==> config.mk <==
export PLATFORM = sky130hd
export DESIGN_NAME = trap_entry
export DESIGN_NICKNAME = d
export VERILOG_FILES = /design/src/rtl/trap_pkg.sv /design/src/rtl/trap_route.sv /design/src/rtl/status_stack.sv /design/src/rtl/trap_entry.sv
export SDC_FILE = /design/constraint.sdc
export NUM_CORES = 1
export LEC_CHECK = 0
export CORE_AREA = 2 2 159 161
export CTS_BUF_LIST = sky130_fd_sc_hd__clkbuf_4 sky130_fd_sc_hd__clkbuf_8 sky130_fd_sc_hd__clkbuf_16
export DETAILED_ROUTE_END_ITERATION = 16
export DIE_AREA = 0 0 161 163
export SYNTH_ARGS = -nofsm -noshare
export SYNTH_HDL_FRONTEND = slang
export SYNTH_SLANG_ARGS = --single-unit
export TNS_END_PERCENT = 5
==> constraint.sdc <==
create_clock -name clk -period 4.92 [get_ports clk]
set_input_delay 0.984 -clock clk [delete_from_list [all_inputs] [get_ports clk]]
set_output_delay 0.984 -clock clk [all_outputs]
set_load 0.005 [all_outputs]
==> src/rtl/trap_pkg.sv <==
package trap_pkg;

    localparam int STAT_W = 13;

    // status word bit positions; the enable of level p sits at bit p
    localparam int ST_SIE  = 1;
    localparam int ST_MIE  = 3;
    localparam int ST_SPIE = 5;
    localparam int ST_MPIE = 7;
    localparam int ST_SPP  = 8;
    localparam int ST_MPP  = 11;

    localparam logic [1:0] LVL_U = 2'd0;
    localparam logic [1:0] LVL_S = 2'd1;
    localparam logic [1:0] LVL_H = 2'd2;
    localparam logic [1:0] LVL_M = 2'd3;

    localparam logic [2:0] DCAUSE_SWBP = 3'd1;

    typedef enum logic [1:0] {
        DEST_SUP       = 2'd0,
        DEST_MACH      = 2'd1,
        DEST_DBG_ENTER = 2'd2,
        DEST_DBG_EXC   = 2'd3
    } dest_e;

endpackage

==> src/rtl/trap_route.sv <==
module trap_route
    import trap_pkg::*;
#(
    parameter int XLEN     = 32,
    parameter int BRK_CODE = 3
) (
    input  logic [XLEN-1:0] cause,
    input  logic [1:0]      priv,
    input  logic [XLEN-1:0] edeleg,
    input  logic [XLEN-1:0] ideleg,
    input  logic [3:0]      brk_halt_en,
    input  logic [2:0]      dbg_cause,
    output dest_e           dest
);
    localparam int IDXW = $clog2(XLEN);

    logic            is_irq;
    logic [XLEN-1:0] idx;
    logic            idx_ok;
    logic [XLEN-1:0] mask_sel;
    logic            deleg_bit;
    logic            is_brk;

    always_comb begin
        is_irq    = cause[XLEN-1];
        idx       = {1'b0, cause[XLEN-2:0]};
        idx_ok    = idx < XLEN;
        mask_sel  = is_irq ? ideleg : edeleg;
        deleg_bit = idx_ok && mask_sel[idx[IDXW-1:0]];
        is_brk    = !is_irq && (cause == XLEN'(BRK_CODE));

        if (dbg_cause != 3'd0)
            dest = DEST_DBG_EXC;
        else if (is_brk && brk_halt_en[priv])
            dest = DEST_DBG_ENTER;
        else if (priv <= LVL_S && deleg_bit)
            dest = DEST_SUP;
        else
            dest = DEST_MACH;
    end
endmodule

==> src/rtl/status_stack.sv <==
module status_stack
    import trap_pkg::*;
(
    input  logic [STAT_W-1:0] stat_in,
    input  logic [1:0]        priv,
    input  logic              to_sup,
    output logic [STAT_W-1:0] stat_out
);
    logic prev_ie;

    always_comb begin
        prev_ie  = stat_in[priv];
        stat_out = stat_in;
        if (to_sup) begin
            stat_out[ST_SPIE] = prev_ie;
            stat_out[ST_SPP]  = priv[0];
            stat_out[ST_SIE]  = 1'b0;
        end else begin
            stat_out[ST_MPIE]          = prev_ie;
            stat_out[ST_MPP+1:ST_MPP]  = priv;
            stat_out[ST_MIE]           = 1'b0;
        end
    end
endmodule

==> src/rtl/trap_entry.sv <==
module trap_entry
    import trap_pkg::*;
#(
    parameter int              XLEN         = 32,
    parameter int              BRK_CODE     = 3,
    parameter logic [XLEN-1:0] RESET_PC     = 32'h0001_0000,
    parameter logic [XLEN-1:0] DBG_ROM_ADDR = 32'h0000_0800,
    parameter logic [XLEN-1:0] DBG_EXC_ADDR = 32'h0000_0808
) (
    input  logic              clk,
    input  logic              rst_n,
    input  logic              trap_valid_i,
    input  logic [XLEN-1:0]   cause_i,
    input  logic [XLEN-1:0]   epc_i,
    input  logic              badaddr_valid_i,
    input  logic [XLEN-1:0]   badaddr_i,
    input  logic [1:0]        priv_i,
    input  logic [12:0]       status_i,
    input  logic [XLEN-1:0]   medeleg_i,
    input  logic [XLEN-1:0]   mideleg_i,
    input  logic [XLEN-1:0]   stvec_i,
    input  logic [XLEN-1:0]   mtvec_i,
    input  logic [3:0]        ebreak_en_i,
    input  logic [2:0]        dbg_cause_i,
    output logic              redirect_o,
    output logic [XLEN-1:0]   pc_o,
    output logic [1:0]        priv_o,
    output logic [12:0]       status_o,
    output logic              s_we_o,
    output logic              m_we_o,
    output logic [XLEN-1:0]   cause_o,
    output logic [XLEN-1:0]   epc_o,
    output logic              bad_we_o,
    output logic [XLEN-1:0]   badaddr_o,
    output logic              dbg_we_o,
    output logic [2:0]        dcsr_cause_o,
    output logic [1:0]        dcsr_prv_o,
    output logic              resv_clr_o,
    output logic              priv_flush_o
);
    typedef struct packed {
        logic [XLEN-1:0]   pc;
        logic [1:0]        priv;
        logic [STAT_W-1:0] status;
        logic              redirect;
        logic              s_we;
        logic              m_we;
        logic              bad_we;
        logic              dbg_we;
        logic              resv_clr;
        logic              priv_flush;
        logic [XLEN-1:0]   cause;
        logic [XLEN-1:0]   epc;
        logic [XLEN-1:0]   badaddr;
        logic [2:0]        dcsr_cause;
        logic [1:0]        dcsr_prv;
    } te_state_t;

    te_state_t         st_d, st_q;
    dest_e             dest;
    logic [STAT_W-1:0] stacked;

    trap_route #(.XLEN(XLEN), .BRK_CODE(BRK_CODE)) u_route (
        .cause       (cause_i),
        .priv        (priv_i),
        .edeleg      (medeleg_i),
        .ideleg      (mideleg_i),
        .brk_halt_en (ebreak_en_i),
        .dbg_cause   (dbg_cause_i),
        .dest        (dest)
    );

    status_stack u_stack (
        .stat_in  (status_i),
        .priv     (priv_i),
        .to_sup   (dest == DEST_SUP),
        .stat_out (stacked)
    );

    always_comb begin
        st_d            = st_q;
        st_d.redirect   = 1'b0;
        st_d.s_we       = 1'b0;
        st_d.m_we       = 1'b0;
        st_d.bad_we     = 1'b0;
        st_d.dbg_we     = 1'b0;
        st_d.resv_clr   = 1'b0;
        st_d.priv_flush = 1'b0;
        if (trap_valid_i) begin
            st_d.redirect = 1'b1;
            unique case (dest)
                DEST_DBG_EXC: begin
                    st_d.pc     = DBG_EXC_ADDR;
                    st_d.priv   = priv_i;
                    st_d.status = status_i;
                end
                DEST_DBG_ENTER: begin
                    st_d.pc         = DBG_ROM_ADDR;
                    st_d.priv       = LVL_M;
                    st_d.status     = status_i;
                    st_d.dbg_we     = 1'b1;
                    st_d.dcsr_cause = DCAUSE_SWBP;
                    st_d.dcsr_prv   = priv_i;
                    st_d.epc        = epc_i;
                end
                DEST_SUP, DEST_MACH: begin
                    st_d.pc       = (dest == DEST_SUP) ? stvec_i : mtvec_i;
                    st_d.priv     = (dest == DEST_SUP) ? LVL_S : LVL_M;
                    st_d.s_we     = (dest == DEST_SUP);
                    st_d.m_we     = (dest == DEST_MACH);
                    st_d.status   = stacked;
                    st_d.cause    = cause_i;
                    st_d.epc      = epc_i;
                    st_d.bad_we   = badaddr_valid_i;
                    st_d.resv_clr = 1'b1;
                    if (badaddr_valid_i)
                        st_d.badaddr = badaddr_i;
                end
                default: ;
            endcase
            st_d.priv_flush = (st_d.priv != priv_i);
        end
    end

    always_ff @(posedge clk) begin
        if (!rst_n) begin
            st_q      <= '0;
            st_q.pc   <= RESET_PC;
            st_q.priv <= LVL_M;
        end else begin
            st_q <= st_d;
        end
    end

    assign redirect_o   = st_q.redirect;
    assign pc_o         = st_q.pc;
    assign priv_o       = st_q.priv;
    assign status_o     = st_q.status;
    assign s_we_o       = st_q.s_we;
    assign m_we_o       = st_q.m_we;
    assign cause_o      = st_q.cause;
    assign epc_o        = st_q.epc;
    assign bad_we_o     = st_q.bad_we;
    assign badaddr_o    = st_q.badaddr;
    assign dbg_we_o     = st_q.dbg_we;
    assign dcsr_cause_o = st_q.dcsr_cause;
    assign dcsr_prv_o   = st_q.dcsr_prv;
    assign resv_clr_o   = st_q.resv_clr;
    assign priv_flush_o = st_q.priv_flush;
endmodule

; ---- After elaboration in Yosys (flattened, before gate mapping)
; Index checks and enable logic that the tools add are counted.
[word_totals]
reg_bits = 153
latch_bits = 0
ramBits = 0
mem_bits_ro = 0
word_cells = 69
mem_count = 0
[classes]
addsub = 0
mul = 0
div = 0
n_lt_le_gt_ge = 5
n_eq_ne = 5
n_shift = 0
n_mux = 29
n_bitwise = 0
n_reduce_logical = 15
[ops]
columns = op, count
row1 = $mux W32, 6
row2 = $pmux W47 S3, 1
row3 = $mux W108, 1
row4 = $mux W47, 1
row5 = $eq A32 B2 Y1 const B, 1
row6 = $lt A31 B6 Y1 const B, 1
row7 = $mux W1, 11
row8 = $mux W2, 4
row9 = $reduce_and A2 Y1, 4
row10 = $lt A5 B6 Y1 const B, 1
row11 = $mux W3, 2
row12 = $reduce_and A3 Y1, 2
row13 = $bmux W1 S5, 1
row14 = $lt A2 B5 Y1 const B, 1
row15 = $bmux W1 S2, 2
row16 = $eq A2 B2 Y1 const B, 2
row17 = $logic_and A1 B1 Y1, 4
row18 = $lt A2 B3 Y1 const B, 1
row19 = $reduce_bool A3 Y1, 1
row20 = $reduce_or A3 Y1, 1
row21 = $eq A2 B1 Y1 const B, 1
row22 = $le A2 B1 Y1 const B, 1
row23 = $logic_not A2 Y1, 1
row24 = $ne A2 B2 Y1, 1
row25 = other kinds (2), 2

; ---- Depth between registers and ports, before layout
[logic_depth]
ltp_word = 14
ltp_mapped = 14

; ---- Cells and area by module
; A second synthesis with hierarchy kept.
[hier_totals]
hier_cells = 773
hier_area_um2 = 6877.8
[modules_own_cells]
columns = mod, instances, cells_per_inst, area_each_um2
row1 = trap_entry, 1, 686, 5958.2
row2 = trap_route, 1, 72, 772.0
row3 = status_stack, 1, 15, 147.6

; ---- Least setup slack after synthesis
; OpenSTA, ideal clock, no wires.
[synth_path]
path_type = input to register
start = input cause_i[0]
end = register st_q, in the netlist pc_o[16]
t_arrival_ns = 3.462
slack_ns = 1.314
stages = 13
cell_sequence = buf_2 > buf_4 > mux2i_1 > a22oi_1 > nand2_1 > a211oi_1 > o211a_1 > o21a_1 > ha_1 > buf_2 > clkbuf_1 > mux2i_1 > o221ai_1
[synth_via]
elab_chain_len = 11
word_cells_on_any_way = 19
cone_classes = order compare: 1 / eq/ne: 4 / mux: 8 / reduce/logical: 6
[synth_lines]
columns = element, line
row1 = "start, declared", trap_entry.sv:13  ; input logic [XLEN-1:0] cause_i,
row2 = branches (longest 5 deep; another with $lt A31 B6 Y1), -
row3 = $mux W2 *, trap_route.sv:34  ; else if (is_brk && brk_halt_en[priv])
row4 = $mux W2 *, trap_route.sv:32  ; if (dbg_cause != 3'd0)
row5 = $logic_not A2 Y1 *, -
row6 = via u_stack.to_sup, status_stack.sv:6  ; input logic to_sup,
row7 = $mux W32 or $reduce_or A2 Y1 (tied branches), "trap_entry.sv:107, trap_entry.sv:91"
row8 = $pmux W47 S3 *, trap_entry.sv:91  ; unique case (dest)
row9 = $mux W47 *, trap_entry.sv:89  ; if (trap_valid_i) begin
row10 = "end signal, assigned", trap_entry.sv:131  ; st_q <= st_d;
row11 = "end, declared", trap_entry.sv:59  ; te_state_t st_d, st_q;
; Mark *: on every way through the listed nets, which the timed path passes. The select of a mux whose other input is x is not followed.
; A chain may end at the register's enable or synchronous reset.

; ---- Final worst setup path
[layout_path]
start = input cause_i[0]
end = register st_q, in the netlist pc_o[28]
; The elaborated chain is that of the path after synthesis.

==> impl_metrics.csv <==
group,metric,value,unit
logic_synthesis,netlist_instances,720,
routing,avgRoutedWirePerCell,17.3,um
clock_tree,clk_pin_slew_worst_paths,0.07,ns
timing,tightestPinTransition,1.21,ns
routing,first_pass_iters,4,
cells_and_area,antenna_cells,0,
hold_path,min_path_type,"flop to flop",
global_route,grt_pass1_wl,37300,um
critical_path,crit_type,"input pin to flop",
floorplanning,start_util,0.276,
critical_path,endpoint_kind,"flop",
logic_synthesis,async_flop_share,0,
critical_path,rr_startpoint,"epc_o[3]$_SDFFE_PN0P_",
place,numPortBuffers,402,
logic_synthesis,synth.distinct_cells,51,
timing,timing.hold.ws,0.446,ns
floorplanning,die_h,163,um
logic_synthesis,ys_ff_latch,153,
floorplanning,pin_count,405,
global_route,grt.total_usage,0.186,
routing,post-route-drc-count,0,
global_route,grt_max_degree,83,
clock_tree,root_buffer,"clkbuf_16",
clock_tree,clkSinkCount,153,
critical_path,critical_path.startpoint,"cause_i[0]",
clock_tree,clkLatencyLatePin,0.41,ns
timing,setup_violations,0,
cells_and_area,final_common_cell,"clkdlybuf4s50_1",
timing,hold_viol,0,
critical_path,crit_fanout,16,
global_route,grt_pass1_vias,6445,
cells_and_area,syn2layout_area_growth,71.2,%
routing,viasPerCell,4.47,
critical_path,endpoint,"pc_o[28]$_SDFFE_PN0P_",
cells_and_area,utilization,0.472,
routing,antenna_left,0,
timing,tns,0,ns
routing,wl,25000,um
floorplanning,die_area,26200,sq um
global_route,antenna_found_initial,0,
timing,drv_slew,0,
power,power.leakage,4.35,nW
logic_synthesis,yosys_warnings,0,
critical_path,reg2reg_to,"epc_o[3]$_SDFFE_PN0P_",
critical_path,critPathArrivalTime,4.31,ns
timing,max_freq,0.250,GHz
timing,finClkSkew,0,ns
place,dp_hpwl,19000,um
timing,timing.slew.headroom,0.195,
clock_tree,post_cts_resized,0,
critical_path,required,5.22,ns
cells_and_area,drive_gt1_frac,0.0638,
logic_synthesis,synth_edf_count,0,
clock_tree,cts_tree,"yes",
clock_tree,post-cts-setup-buffer-count,0,
timing,rsz0062_at_grt,"false",
clock_tree,clockBufferDepth,2,
global_route,grt_overflow,0,
status,status,"completed",
run,cap_viol_max_count,0,
place,place_congestion,0.779,
clock_tree,cts_buffers,17,
timing,min_period,4.00,ns
critical_path,cp-start-kind,"input pin",
critical_path,reg2reg_slack,4.25,ns
clock_tree,htreeDepth,4,
cells_and_area,nets,1353,
logic_synthesis,syn_area,6800,sq um
routing,drtIter0Drc,252,
cells_and_area,most-common-layout-cells,"clkdlybuf4s50_1 (400), nand2_1 (179), dfxtp_1 (153), mux2i_1 (91), nor2b_1 (45)",
clock_tree,cts-hold-fix-buffers,0,
logic_synthesis,ys.flop_type,"dfxtp_1",
power,ir_drop,0.164,mV
power,power_density,265,nW/um^2
floorplanning,rows,58,
floorplanning,core_area,24700,sq um
logic_synthesis,ys_seq_area_frac,0.450,
logic_synthesis,syn_area_per_cell,9.44,sq um
timing,period_share,0.814,
cells_and_area,n_fill_cell,2414,
routing,vias,6444,
floorplanning,die_w,161,um
critical_path,reg2reg_depth,2,
## worst min-delay path by stage
stage	start	to	slack (ns)	depth (start not counted)
global route	badaddr_o[27]$_SDFFE_PN0P_	badaddr_o[27]$_SDFFE_PN0P_	0.47	2
detailed placement	pc_o[29]$_SDFFE_PN0P_	pc_o[29]$_SDFFE_PN0P_	0.44	2
global placement	pc_o[19]$_SDFFE_PN0P_	pc_o[19]$_SDFFE_PN0P_	0.43	2
floorplan	pc_o[0]$_SDFFE_PN0P_	pc_o[0]$_SDFFE_PN0P_	0.44	2
CTS	pc_o[31]$_SDFFE_PN0P_	pc_o[31]$_SDFFE_PN0P_	0.45	2
finish	pc_o[31]$_SDFFE_PN0P_	pc_o[31]$_SDFFE_PN0P_	0.45	2
## area by class of cell
type	instances	area, sq um	area share
Timing Repair Buffer	416	4130	0.355
Multi-Input combinational cell	505	3410	0.293
Sequential cell	153	3060	0.263
Clock buffer	18	439	0.0377
Tap cell	330	413	0.0355
Clock inverter	13	160	0.0138
Inverter	7	26.3	0.00226
## synthesized netlist by cell type (all sizes together) (6+ instances only)
master / n / share of area
mux4: 10 / 0.033
nand2: 179 / 0.099
mux2i: 91 / 0.13
nor4: 6 / 0.0083
nor2: 9 / 0.0074
clkbuf: 32 / 0.019
buf: 24 / 0.027
dfxtp: 153 / 0.45
a22oi: 9 / 0.0099
o21ai: 34 / 0.025
inv: 7 / 0.0039
o211a: 6 / 0.0088
nor2b: 46 / 0.042
a21boi: 66 / 0.073
o211ai: 6 / 0.0066
## power by group
part           internal (W)  total (W)  switching [W]
Clock              0.000776    0.00136       0.000584
Sequential          0.00127    0.00128      0.0000135
Combinational      0.000292   0.000441       0.000149
## routing by layer
metal	GRT usage	routed length (um)	up-vias
met4	0.0544	344	0
met5	0	0	-
li1	-	-	3208
met3	0.0565	1720	20
met1	0.223	10500	2978
met2	0.322	12400	238
## state kept, by name, indices dropped and copies added (netlist names)
| signal | count |
|---|---|
| badaddr_o | 32 |
| cause_o | 32 |
| epc_o | 32 |
| pc_o | 32 |
| status_o | 13 |
| dcsr_prv_o | 2 |
| priv_o | 2 |
| bad_we_o | 1 |
| dbg_we_o | 1 |
| dcsr_cause_o | 1 |
| m_we_o | 1 |
| priv_flush_o | 1 |
| redirect_o | 1 |
| resv_clr_o | 1 |
| s_we_o | 1 |
## through the flow
step | cell area, sq um | cells | worst slack (ns) | total power (W)
CTS | 11600 | 1442 | 0.906 | 0.00314
floorplan | 6800 | 721 | 1.31 | 0.00145
global placement | 11000 | 1411 | 0.506 | 0.00175
detailed placement | 11000 | 1411 | 0.456 | 0.00175
finish | 11600 | 1442 | 0.916 | 0.00308
global route | 11600 | 1442 | 0.621 | 0.00323
## worst max-delay path, cell delays in order
cell             delay [ns]
clkdlybuf4s50_1        0.62
buf_4                  0.30
buf_4                  0.24
nor2b_1                0.24
nand4_4                0.18
nor3_1                 0.36
o21a_1                 0.22
ha_2                   0.46
buf_4                  0.38
mux2i_1                0.24
o21ai_1                0.07
## logic make-up after synthesis
family,share of synthesized area
other,0.000551
XOR/XNOR,0.00129
flip-flops,0.450
multiplexers,0.169
adder cells (fa/ha/maj),0.00552
AND/OR/NAND/NOR,0.178
AO/OA/AOI/OAI,0.146
buffers and inverters,0.0495
Power figures use the tool's default switching activity.
